--- config.mk ---
export PLATFORM = sky130hd
export DESIGN_NAME = pbuf_decoder
export DESIGN_NICKNAME = d
export VERILOG_FILES = /design/src/rtl/pbuf_pkg.sv /design/src/rtl/pbuf_hdr_decode.sv /design/src/rtl/pbuf_bind_table.sv /design/src/rtl/pbuf_out_stage.sv /design/src/rtl/pbuf_decoder.sv
export SDC_FILE = /design/constraint.sdc
export NUM_CORES = 1
export LEC_CHECK = 0
export BUFFER_PORTS_ARGS = -buffer_cell sky130_fd_sc_hd__buf_2
export CORE_MARGIN = 2
export CORE_UTILIZATION = 37
export DETAILED_ROUTE_END_ITERATION = 8
export GPL_TIMING_DRIVEN = 0
export REMOVE_ABC_BUFFERS = 1
export SETUP_SLACK_MARGIN = 0.4
export SKIP_LAST_GASP = 1
export SYNTH_ARGS = -nofsm -noshare
export SYNTH_HDL_FRONTEND = slang
export SYNTH_HIERARCHICAL = 1
export SYNTH_SLANG_ARGS = --single-unit
--- constraint.sdc ---
create_clock -name clk -period 6.4 [get_ports clk]
set_clock_uncertainty 0.1 [all_clocks]
set_input_delay 0.32 -clock clk [delete_from_list [all_inputs] [get_ports clk]]
set_output_delay 0.32 -clock clk [all_outputs]
set_load 0.02 [all_outputs]
--- src/rtl/pbuf_pkg.sv ---
package pbuf_pkg;
  localparam int WORD_W  = 32;
  localparam int METH_W  = 13;
  localparam int SUBCH_W = 3;
  localparam int CNT_W   = 13;
  localparam int ENG_W   = 16;

  // Addressing scheme applied to the argument words of a header
  typedef enum logic [1:0] {
    SEQ_INCR = 2'd0,
    SEQ_SAME = 2'd1,
    SEQ_ONCE = 2'd2
  } seq_e;

  typedef struct packed {
    logic [METH_W-1:0]  method;
    logic [SUBCH_W-1:0] subch;
    logic [CNT_W-1:0]   cnt;
    seq_e               seq;
    logic               imm;
    logic               bad;
  } hdr_t;
endpackage

--- src/rtl/pbuf_hdr_decode.sv ---
module pbuf_hdr_decode
  import pbuf_pkg::*;
(
  input  logic [WORD_W-1:0] word,
  output hdr_t              hdr
);
  logic [2:0] mode;

  always_comb begin
    mode       = word[31:29];
    hdr.method = word[METH_W-1:0];
    hdr.subch  = word[15:13];
    hdr.cnt    = word[28:16];
    hdr.seq    = SEQ_INCR;
    hdr.imm    = 1'b0;
    hdr.bad    = 1'b0;
    case (mode)
      3'd0, 3'd1: hdr.seq = SEQ_INCR;
      3'd2, 3'd3: hdr.seq = SEQ_SAME;
      3'd4:       hdr.imm = 1'b1;
      3'd5:       hdr.seq = SEQ_ONCE;
      default:    hdr.bad = 1'b1;
    endcase
  end
endmodule

--- src/rtl/pbuf_bind_table.sv ---
module pbuf_bind_table #(
  parameter int N_SUB = 8,
  parameter int ENG_W = 16,
  localparam int IDX_W = $clog2(N_SUB)
) (
  input  logic             clk,
  input  logic             rst_n,
  input  logic             wr_en,
  input  logic [IDX_W-1:0] wr_idx,
  input  logic [ENG_W-1:0] wr_eng,
  input  logic [IDX_W-1:0] rd_idx,
  output logic             rd_bound,
  output logic [ENG_W-1:0] rd_eng
);
  logic [N_SUB-1:0]             bound_q;
  logic [N_SUB-1:0][ENG_W-1:0]  eng_q;

  for (genvar g = 0; g < N_SUB; g++) begin : g_entry
    logic hit;
    assign hit = wr_en && (wr_idx == IDX_W'(g));

    always_ff @(posedge clk or negedge rst_n) begin
      if (!rst_n) begin
        bound_q[g] <= 1'b0;
        eng_q[g]   <= '0;
      end else if (hit) begin
        bound_q[g] <= 1'b1;
        eng_q[g]   <= wr_eng;
      end
    end
  end

  assign rd_bound = bound_q[rd_idx];
  assign rd_eng   = eng_q[rd_idx];

  // A bound entry never becomes unbound before reset
  AST_BIND_STAYS: assert property (@(posedge clk) disable iff (!rst_n)
    bound_q[rd_idx] |=> bound_q[$past(rd_idx)]) else $error("bind lost");
endmodule

--- src/rtl/pbuf_out_stage.sv ---
module pbuf_out_stage
  import pbuf_pkg::*;
(
  input  logic               clk,
  input  logic               rst_n,
  input  logic               load,
  input  logic [SUBCH_W-1:0] ld_subch,
  input  logic [METH_W-1:0]  ld_method,
  input  logic [WORD_W-1:0]  ld_data,
  input  logic [ENG_W-1:0]   ld_engine,
  input  logic               out_ready,
  output logic               can_take,
  output logic               out_valid,
  output logic [SUBCH_W-1:0] out_subch,
  output logic [METH_W-1:0]  out_method,
  output logic [WORD_W-1:0]  out_data,
  output logic [ENG_W-1:0]   out_engine
);
  logic valid_d;

  assign can_take = !out_valid || out_ready;

  always_comb begin
    valid_d = out_valid;
    if (load)            valid_d = 1'b1;
    else if (out_ready)  valid_d = 1'b0;
  end

  always_ff @(posedge clk or negedge rst_n) begin
    if (!rst_n) out_valid <= 1'b0;
    else        out_valid <= valid_d;
  end

  always_ff @(posedge clk or negedge rst_n) begin
    if (!rst_n) begin
      out_subch  <= '0;
      out_method <= '0;
      out_data   <= '0;
      out_engine <= '0;
    end else if (load) begin
      out_subch  <= ld_subch;
      out_method <= ld_method;
      out_data   <= ld_data;
      out_engine <= ld_engine;
    end
  end

  AST_OUT_HOLD: assert property (@(posedge clk) disable iff (!rst_n)
    (out_valid && !out_ready) |=> (out_valid && $stable(out_data) &&
      $stable(out_method) && $stable(out_subch) && $stable(out_engine)))
    else $error("output changed under stall");
  AST_NO_OVERWRITE: assert property (@(posedge clk) disable iff (!rst_n)
    (out_valid && !out_ready) |-> !load) else $error("load while full");
endmodule

--- src/rtl/pbuf_decoder.sv ---
module pbuf_decoder
  import pbuf_pkg::*;
#(
  parameter int INT_BYTE_LIMIT = 'h100,
  parameter int N_SUB          = 8,
  localparam int INT_LIMIT     = INT_BYTE_LIMIT / 4
) (
  input  logic          clk,
  input  logic          rst_n,
  input  logic          in_valid,
  input  logic [31:0]   in_data,
  output logic          in_ready,
  output logic          out_valid,
  input  logic          out_ready,
  output logic [2:0]    out_subch,
  output logic [12:0]   out_method,
  output logic [31:0]   out_data,
  output logic [15:0]   out_engine,
  output logic          err_mode,
  output logic          err_unbound
);
  hdr_t               hdr;
  logic               accept;
  logic               can_take;

  // Parse state: remaining argument words and the running target
  logic [CNT_W-1:0]   rem_q,  rem_d;
  logic [METH_W-1:0]  meth_q, meth_d;
  logic [SUBCH_W-1:0] sub_q,  sub_d;
  seq_e               seq_q,  seq_d;
  logic               st_en;

  // Write issued by the current word
  logic               iss_en;
  logic [METH_W-1:0]  iss_meth;
  logic [SUBCH_W-1:0] iss_sub;
  logic [WORD_W-1:0]  iss_data;
  logic               iss_internal;
  logic               bind_wr;
  logic               fwd;
  logic               rd_bound;
  logic [ENG_W-1:0]   rd_eng;
  logic               load;
  logic               set_unb, set_mode;
  logic               err_mode_d, err_unb_d;

  pbuf_hdr_decode u_hdr (.word(in_data), .hdr(hdr));

  assign in_ready = can_take;
  assign accept   = in_valid && in_ready;

  always_comb begin
    rem_d    = rem_q;
    meth_d   = meth_q;
    sub_d    = sub_q;
    seq_d    = seq_q;
    iss_en   = 1'b0;
    iss_meth = meth_q;
    iss_sub  = sub_q;
    iss_data = in_data;
    set_mode = 1'b0;
    if (accept) begin
      if (rem_q == '0) begin
        if (hdr.bad) begin
          set_mode = 1'b1;
        end else if (hdr.imm) begin
          iss_en   = 1'b1;
          iss_meth = hdr.method;
          iss_sub  = hdr.subch;
          iss_data = WORD_W'(hdr.cnt);
        end else begin
          rem_d  = hdr.cnt;
          meth_d = hdr.method;
          sub_d  = hdr.subch;
          seq_d  = hdr.seq;
        end
      end else begin
        iss_en = 1'b1;
        rem_d  = rem_q - 1'b1;
        case (seq_q)
          SEQ_INCR: meth_d = meth_q + 1'b1;
          SEQ_ONCE: begin
            meth_d = meth_q + 1'b1;
            seq_d  = SEQ_SAME;
          end
          default:  meth_d = meth_q;
        endcase
      end
    end
  end

  assign st_en = accept;

  always_ff @(posedge clk or negedge rst_n) begin
    if (!rst_n) begin
      rem_q  <= '0;
      meth_q <= '0;
      sub_q  <= '0;
      seq_q  <= SEQ_INCR;
    end else if (st_en) begin
      rem_q  <= rem_d;
      meth_q <= meth_d;
      sub_q  <= sub_d;
      seq_q  <= seq_d;
    end
  end

  // Routing: low window internal, the rest forwarded if bound
  always_comb begin
    iss_internal = (32'(iss_meth) < INT_LIMIT);
    bind_wr      = iss_en && (iss_meth == '0);
    fwd          = iss_en && !iss_internal;
    load         = fwd && rd_bound;
    set_unb      = fwd && !rd_bound;
    err_mode_d   = err_mode || set_mode;
    err_unb_d    = err_unbound || set_unb;
  end

  pbuf_bind_table #(.N_SUB(N_SUB), .ENG_W(ENG_W)) u_bind (
    .clk      (clk),
    .rst_n    (rst_n),
    .wr_en    (bind_wr),
    .wr_idx   (iss_sub),
    .wr_eng   (iss_data[ENG_W-1:0]),
    .rd_idx   (iss_sub),
    .rd_bound (rd_bound),
    .rd_eng   (rd_eng)
  );

  pbuf_out_stage u_out (
    .clk        (clk),
    .rst_n      (rst_n),
    .load       (load),
    .ld_subch   (iss_sub),
    .ld_method  (iss_meth),
    .ld_data    (iss_data),
    .ld_engine  (rd_eng),
    .out_ready  (out_ready),
    .can_take   (can_take),
    .out_valid  (out_valid),
    .out_subch  (out_subch),
    .out_method (out_method),
    .out_data   (out_data),
    .out_engine (out_engine)
  );

  always_ff @(posedge clk or negedge rst_n) begin
    if (!rst_n) begin
      err_mode    <= 1'b0;
      err_unbound <= 1'b0;
    end else begin
      err_mode    <= err_mode_d;
      err_unbound <= err_unb_d;
    end
  end

  AST_FWD_ABOVE_WINDOW: assert property (@(posedge clk) disable iff (!rst_n)
    out_valid |-> (32'(out_method) >= INT_LIMIT)) else $error("internal forwarded");
  AST_IMM_NO_ARGS: assert property (@(posedge clk) disable iff (!rst_n)
    (accept && rem_q == '0 && hdr.imm) |=> (rem_q == '0)) else $error("imm took args");
  AST_BAD_NO_ARGS: assert property (@(posedge clk) disable iff (!rst_n)
    (accept && rem_q == '0 && hdr.bad) |=> (rem_q == '0 && err_mode)) else $error("bad mode");
  AST_UNB_STICKY: assert property (@(posedge clk) disable iff (!rst_n)
    err_unbound |=> err_unbound) else $error("unbound flag cleared");
  AST_MODE_STICKY: assert property (@(posedge clk) disable iff (!rst_n)
    err_mode |=> err_mode) else $error("mode flag cleared");
  AST_STALL_BLOCKS: assert property (@(posedge clk) disable iff (!rst_n)
    (out_valid && !out_ready) |-> !in_ready) else $error("input taken under stall");
  AST_ARG_COUNTDOWN: assert property (@(posedge clk) disable iff (!rst_n)
    (accept && rem_q != '0) |=> (rem_q == $past(rem_q) - 1'b1)) else $error("count");
endmodule

# [After elaboration in Yosys (flattened, before gate mapping)]
# Cells that the tools add are included.
[op_classes] mux=38 n_lt_le_gt_ge=2 n_bitwise=1 reduce_logical=34 n_addsub=2 n_eq_ne=15
[op_table] cell="two-way mux 13 bit" n=11
[op_table] cell="two-way mux 32 bit" n=4
[op_table] cell="binary-select mux 16 bit (select 3 bit)" n=1
[op_table] cell="zero test 13 bit" n=2
[op_table] cell="== test 3 bit (second input constant)" n=6
[op_table] cell="two-way mux 16 bit" n=1
[op_table] cell="adder 13 x 1 -> 13 bit (second input constant)" n=1
[op_table] cell="logical AND 1 bit" n=13
[op_table] cell="< comparator 13 x 7 -> 1 bit (second input constant)" n=1
[op_table] cell="subtractor 13 x 1 -> 13 bit (second input constant)" n=1
[op_table] cell="== test 3 x 2 -> 1 bit (second input constant)" n=4
[op_table] cell="two-way mux 3 bit" n=4
[op_table] cell="AND reduction 4 bit" n=3
[op_table] cell="two-way mux 1 bit" n=11
[op_table] cell="two-way mux 2 bit" n=4
[op_table] cell="== test 3 x 1 -> 1 bit (second input constant)" n=2
[op_table] cell="zero test 3 bit" n=2
[op_table] cell="nonzero test 2 bit" n=3
[op_table] cell="OR reduction 6 bit" n=1
[op_table] cell="< comparator 3 x 4 -> 1 bit (second input constant)" n=1
[op_table] cell="!= test 2 bit (second input constant)" n=2
[op_table] cell="one-hot mux 2 bit (2 select lines)" n=1
[op_table] cell="OR reduction 2 bit" n=2
[op_table] cell="binary-select mux 1 bit (select 3 bit)" n=1
[op_table] cell="other kinds (6)" n=10
[totals] input_bits=36 out_inout_bits=68 word_cells=119 reg_bits=234

# [Longest topological paths before layout]
[depth] depth_word=11 ltp_mapped=16 ltp_nobuf=10

# [Hierarchy]
# The synthesis kept the hierarchy.
[modules_own_cells] module="pbuf_bind_table" cells_per_inst=356 seq_area_each_um2=3403.3 n_inst=1 area_each_um2=6263.5
[modules_own_cells] module="pbuf_out_stage" cells_per_inst=138 seq_area_each_um2=1626.6 n_inst=1 area_each_um2=2616.3
[modules_own_cells] module="pbuf_decoder" cells_per_inst=298 seq_area_each_um2=825.8 n_inst=1 area_each_um2=2537.4
[modules_own_cells] module="pbuf_hdr_decode" cells_per_inst=33 seq_area_each_um2=0.0 n_inst=1 area_each_um2=252.7

# [Least setup slack after synthesis]
# OpenSTA, ideal clock, no wires.
[synth_path] path_type="reg2reg" from="reg rem_q[9]" to="reg u_out.out_data[0]" setup_time_ns=0.125 n_path_buf=6 slack_ns=1.974 arrival_time_ns=4.201 synth_period_minus_slack_ns=4.426 stages_incl_launch_ff=15 required_ns=6.175 path_cell_list="dfrtp_1 > or4_4 > or4_1 > buf_2 > nor3_4 > buf_2 > mux2_2 > buf_6 > buf_6 > mux4_2 > mux2_2 > and3_1 > buf_6 > buf_6 > mux2_4"
[synth_between] elab_cells_between_ends=15 classes_between="order compare (1); mux (10); reduce/logical (4)"
[synth_rtl] element="start, declared" line_no="pbuf_decoder.sv:27" text="logic [CNT_W-1:0] rem_q, rem_d;"
[synth_rtl] element="start signal, assigned" line_no="pbuf_decoder.sv:101" text="rem_q <= rem_d;"
[synth_rtl] element="zero test 13 bit" line_no="pbuf_decoder.sv:63" text="if (rem_q == '0) begin"
[synth_rtl] element="two-way mux 3 bit" line_no="pbuf_decoder.sv:63"
[synth_rtl] element="two-way mux 3 bit" line_no="pbuf_decoder.sv:62" text="if (accept) begin"
[synth_rtl] element="named net iss_sub[0]" line_no="pbuf_decoder.sv:36" text="logic [SUBCH_W-1:0] iss_sub;"
[synth_rtl] element="binary-select mux 1 bit (select 3 bit)" line_no="pbuf_bind_table.sv:33" text="assign rd_bound = bound_q[rd_idx];"
[synth_rtl] element="two-way mux 1 bit (not written as such)" line_no="pbuf_bind_table.sv:33"
[synth_rtl] element="named net rd_bound" line_no="pbuf_decoder.sv:41" text="logic rd_bound;"
[synth_rtl] element="logical AND 1 bit" line_no="pbuf_decoder.sv:113" text="load = fwd && rd_bound;"
[synth_rtl] element="named net load" line_no="pbuf_decoder.sv:43" text="logic load;"
[synth_rtl] element="end signal, assigned" line_no="pbuf_out_stage.sv:43" text="out_data <= ld_data;"
[synth_rtl] element="end, declared" line_no="pbuf_out_stage.sv:16" text="output logic [WORD_W-1:0] out_data,"
# The timed path passes the listed nets, and every way through them passes these cells. The select of a mux whose other input is x is not followed.
# A chain may end at the register's enable or synchronous reset.

# [Worst setup path in the final report]
[layout_path] from="reg rem_q[9]" to="reg u_out.out_engine[13]"
[layout_between] elab_cells_between_ends=15 classes_between="order compare (1); mux (10); reduce/logical (4)"
[layout_rtl] element="zero test 13 bit" line_no="pbuf_decoder.sv:63"
[layout_rtl] element="two-way mux 3 bit" line_no="pbuf_decoder.sv:63"
[layout_rtl] element="two-way mux 3 bit" line_no="pbuf_decoder.sv:62"
[layout_rtl] element="named net iss_sub[0]" line_no="pbuf_decoder.sv:36"
[layout_rtl] element="binary-select mux 1 bit (select 3 bit)" line_no="pbuf_bind_table.sv:33"
[layout_rtl] element="two-way mux 1 bit (not written as such)" line_no="pbuf_bind_table.sv:33"
[layout_rtl] element="named net rd_bound" line_no="pbuf_decoder.sv:41"
[layout_rtl] element="logical AND 1 bit" line_no="pbuf_decoder.sv:113"
[layout_rtl] element="named net load" line_no="pbuf_decoder.sv:43"
[layout_rtl] element="end signal, assigned" line_no="pbuf_out_stage.sv:44" text="out_engine <= ld_engine;"
[layout_rtl] element="end, declared" line_no="pbuf_out_stage.sv:17" text="output logic [ENG_W-1:0] out_engine"
# The timed path passes the listed nets, and every way through them passes these cells. The select of a mux whose other input is x is not followed.

==> flow_summary.json <==
{
  "outcome": "finished clean",
  "mostFrequentLayoutCells": "dfrtp_1, mux2_2, buf_2",
  "cp-end-kind": "flop",
  "wl_met3_um": 974,
  "ff2ff_path_depth": 10,
  "placedInstanceArea_mm2": 0.0124,
  "die_width_um": 182,
  "period_share_pct": 87.3,
  "rows": 65,
  "drtIter0Drc": 333,
  "drt-met1-wl_mm": 12.9,
  "grt_pass1_vias": 7216,
  "grt_max_degree": 101,
  "ir_worst_vdd_mv": 0.176,
  "async_reset_ff_share_pct": 100,
  "htree_levels": 1,
  "hold_class": "in2reg",
  "cts_root_buffer": "clkbuf_16",
  "drtAntennaViolNets": 0,
  "power_switching_share_pct": 28.2,
  "synth_area_mm2": 0.0117,
  "clk_pin_slew_ns": 0.06,
  "final_nets": 931,
  "critical_path.max_fanout": 52,
  "area_growth_pct": 14.1,
  "start_util_pct": 37.3,
  "routedWlPerCell_um": 20.2,
  "final_common_cell": "dfrtp_1",
  "p_leak_uw": 0.00633,
  "ys_seq_area_share_pct": 50.2,
  "synth-edff-count": 0,
  "drc_errors": 0,
  "seqCellArea_mm2": 0.00586,
  "cts_max_path_buffers": 3,
  "die_h_um": 182,
  "grt_use_total_pct": 16.1,
  "num_antenna_cells": 0,
  "drv_cap": 0,
  "max_freq_ghz": 0.179,
  "coreArea_mm2": 0.0313,
  "switchingPower_uw": 1150,
  "arrival_ns": 5.90,
  "synth-seq-cells": 234,
  "vias_per_cell": 5.31,
  "drive_above_1_share_pct": 47.8,
  "yosysWarningCount": 6,
  "min_period_ns": 5.59,
  "hold_depth": 3,
  "n_fill_cell": 2886,
  "relSlewSlack_pct": 38.6,
  "multi_input_area_mm2": 0.00528,
  "power.share.combinational_pct": 21.0,
  "fin_cells": 1312,
  "rsz0062_at_grt": "false",
  "cp.required_ns": 6.71,
  "clkLatencyLatePin_ns": 0.52,
  "top_layer_used": "met4",
  "p_seq_share_pct": 43.8,
  "powerDensity_mw_per_mm2": 307,
  "whs_ns": 0.0382,
  "finalInstanceArea_mm2": 0.0133,
  "tightest_slew_ns": 0.919,
  "p_int_uw": 2930,
  "slew_violations": 0,
  "cts_tree": "done",
  "final_util_pct": 42.5,
  "grt_pass1_wl_mm": 42.3,
  "dp.cells": 1260,
  "syn_avg_cell_area_um2": 14.1,
  "drt_pre_antenna_iters": 4,
  "vias": 6963,
  "synthFlopType": "dfrtp_1",
  "grt-ovfl-total": 0,
  "die_area_mm2": 0.0330,
  "worstSetupPathType": "reg2reg",
  "io_pins": 104,
  "routed-wl-met2_mm": 12.1,
  "worst-r2r-setup-slack_ns": 0.81,
  "antenna_found_initial": 0,
  "globalplace.congestion": 0.778,
  "routed_wirelength_mm": 26.4,
  "clock-sinks": 234,
  "power_frac_clock_pct": 35.2,
  "postSynthCellCount": 825,
  "finalHoldViolations": 0,
  "cts_buffers": 25,
  "ys_types": 60,
  "worstSetupStartpointType": "flop",
  "post-dp-hpwl_mm": 16.9,
  "setup_viol": 0,
  "numPortBuffers": 103
}
-- power by group through the flow --
stage          sequential (µW)  combinational, µW  clock [µW]
6_report                  1790                858        1440
5_1_grt                   1820                925        1540
4_1_cts                   1790                874        1480
3_5_place_dp              1810                868           0
3_3_place_gp              1810                857           0
2_1_floorplan             1960                416           0
-- flip-flops by register name, indices dropped and copies added (netlist names) --
register and flops:
sub_q 3, u_bind/eng_q 128, err_unbound 1, u_out/out_engine 16
u_bind/bound_q 8, u_out/out_method 13, rem_q 13, seq_q 2
u_out/out_subch 3, u_out/out_data 32, err_mode 1, u_out/out_valid 1
meth_q 13
-- through the flow --
stage / power [µW] / worst slack (ns) / TNS (ns)
2_1_floorplan: 2380 / -1.35 / -90.73
3_3_place_gp: 2670 / -3.83 / -452.22
3_5_place_dp: 2680 / 0.0845 / 0
4_1_cts: 4140 / 0.807 / 0
5_1_grt: 4280 / 0.592 / 0
6_report: 4080 / 0.813 / 0
-- metal layers --
metal  vias to the layer above  GRT usage (%)
li1                       3169              -
met1                      3617           23.7
met2                       143           25.7
met3                        34           2.19
met4                         0           3.12
met5                         -              0
-- worst max-delay path: stages (launching register included) --
cell,delay [ns]
dfrtp_1,0.42
or4_4,0.59
or4_2,1.10
nor3_4,0.41
buf_16,0.21
mux2_4,0.72
mux4_1,0.63
mux2_2,0.28
and3_4,0.31
buf_16,0.28
mux2_4,0.34
-- synth_stat cells, types with 6 or more instances --
library cell | number | area, µm²
buf_4 | 33 | 248
mux2_2 | 183 | 2060
clkbuf_1 | 16 | 60.1
o22ai_1 | 7 | 43.8
mux2_4 | 58 | 871
nor2b_1 | 20 | 125
nand3_1 | 11 | 55.1
o21ai_0 | 21 | 105
nand4_1 | 6 | 37.5
mux4_1 | 24 | 631
nor3_1 | 9 | 45.0
a21oi_1 | 33 | 165
buf_2 | 14 | 70.1
nand2b_1 | 9 | 56.3
nand2_1 | 24 | 90.1
mux4_2 | 10 | 225
buf_6 | 14 | 158
or2_2 | 7 | 43.8
nor2_1 | 10 | 37.5
inv_1 | 12 | 45.0
dfrtp_1 | 234 | 5860
-- what timing repair did --
| item | 4_1_cts | 5_1_grt |
|---|---|---|
| setup endpoints to repair | 56 | 0 |
| gates resized for setup | 1 | 0 |
| hold endpoints to repair | 49 | 0 |
| hold buffers | 6 | 0 |
| buffers inserted | 1 | 0 |
-- cells by family after synthesis --
kind of cell	share of synthesized area, %
DFF	50.2
AOI/OAI and AO/OA	4.89
buffers and inverters	5.08
and+or+nand+nor	6.90
muxes	32.6
adders and majority gates	0.322
-- layout make-up --
type                            instances  area share [%]
Timing Repair Buffer                  120            6.12
Clock inverter                          2           0.103
Sequential cell                       234            44.0
Multi-Input combinational cell        499            39.6
Clock buffer                           43            6.03
Inverter                               12           0.338
Tap cell                              402            3.78
-- path summary, 6_finish.rpt --
kind                                   endpoint         startpoint
hold reg to reg               u_bind/bound_q[5]  u_bind/bound_q[5]
min in group asynchronous    u_out/out_data[21]              rst_n
setup reg to reg           u_out/out_engine[13]           rem_q[9]
max in group asynchronous      u_bind/eng_q[95]              rst_n
hold / removal                  u_out/out_valid          out_ready
setup / recovery           u_out/out_engine[13]           rem_q[9]
(Power assumes the default switching activity.)
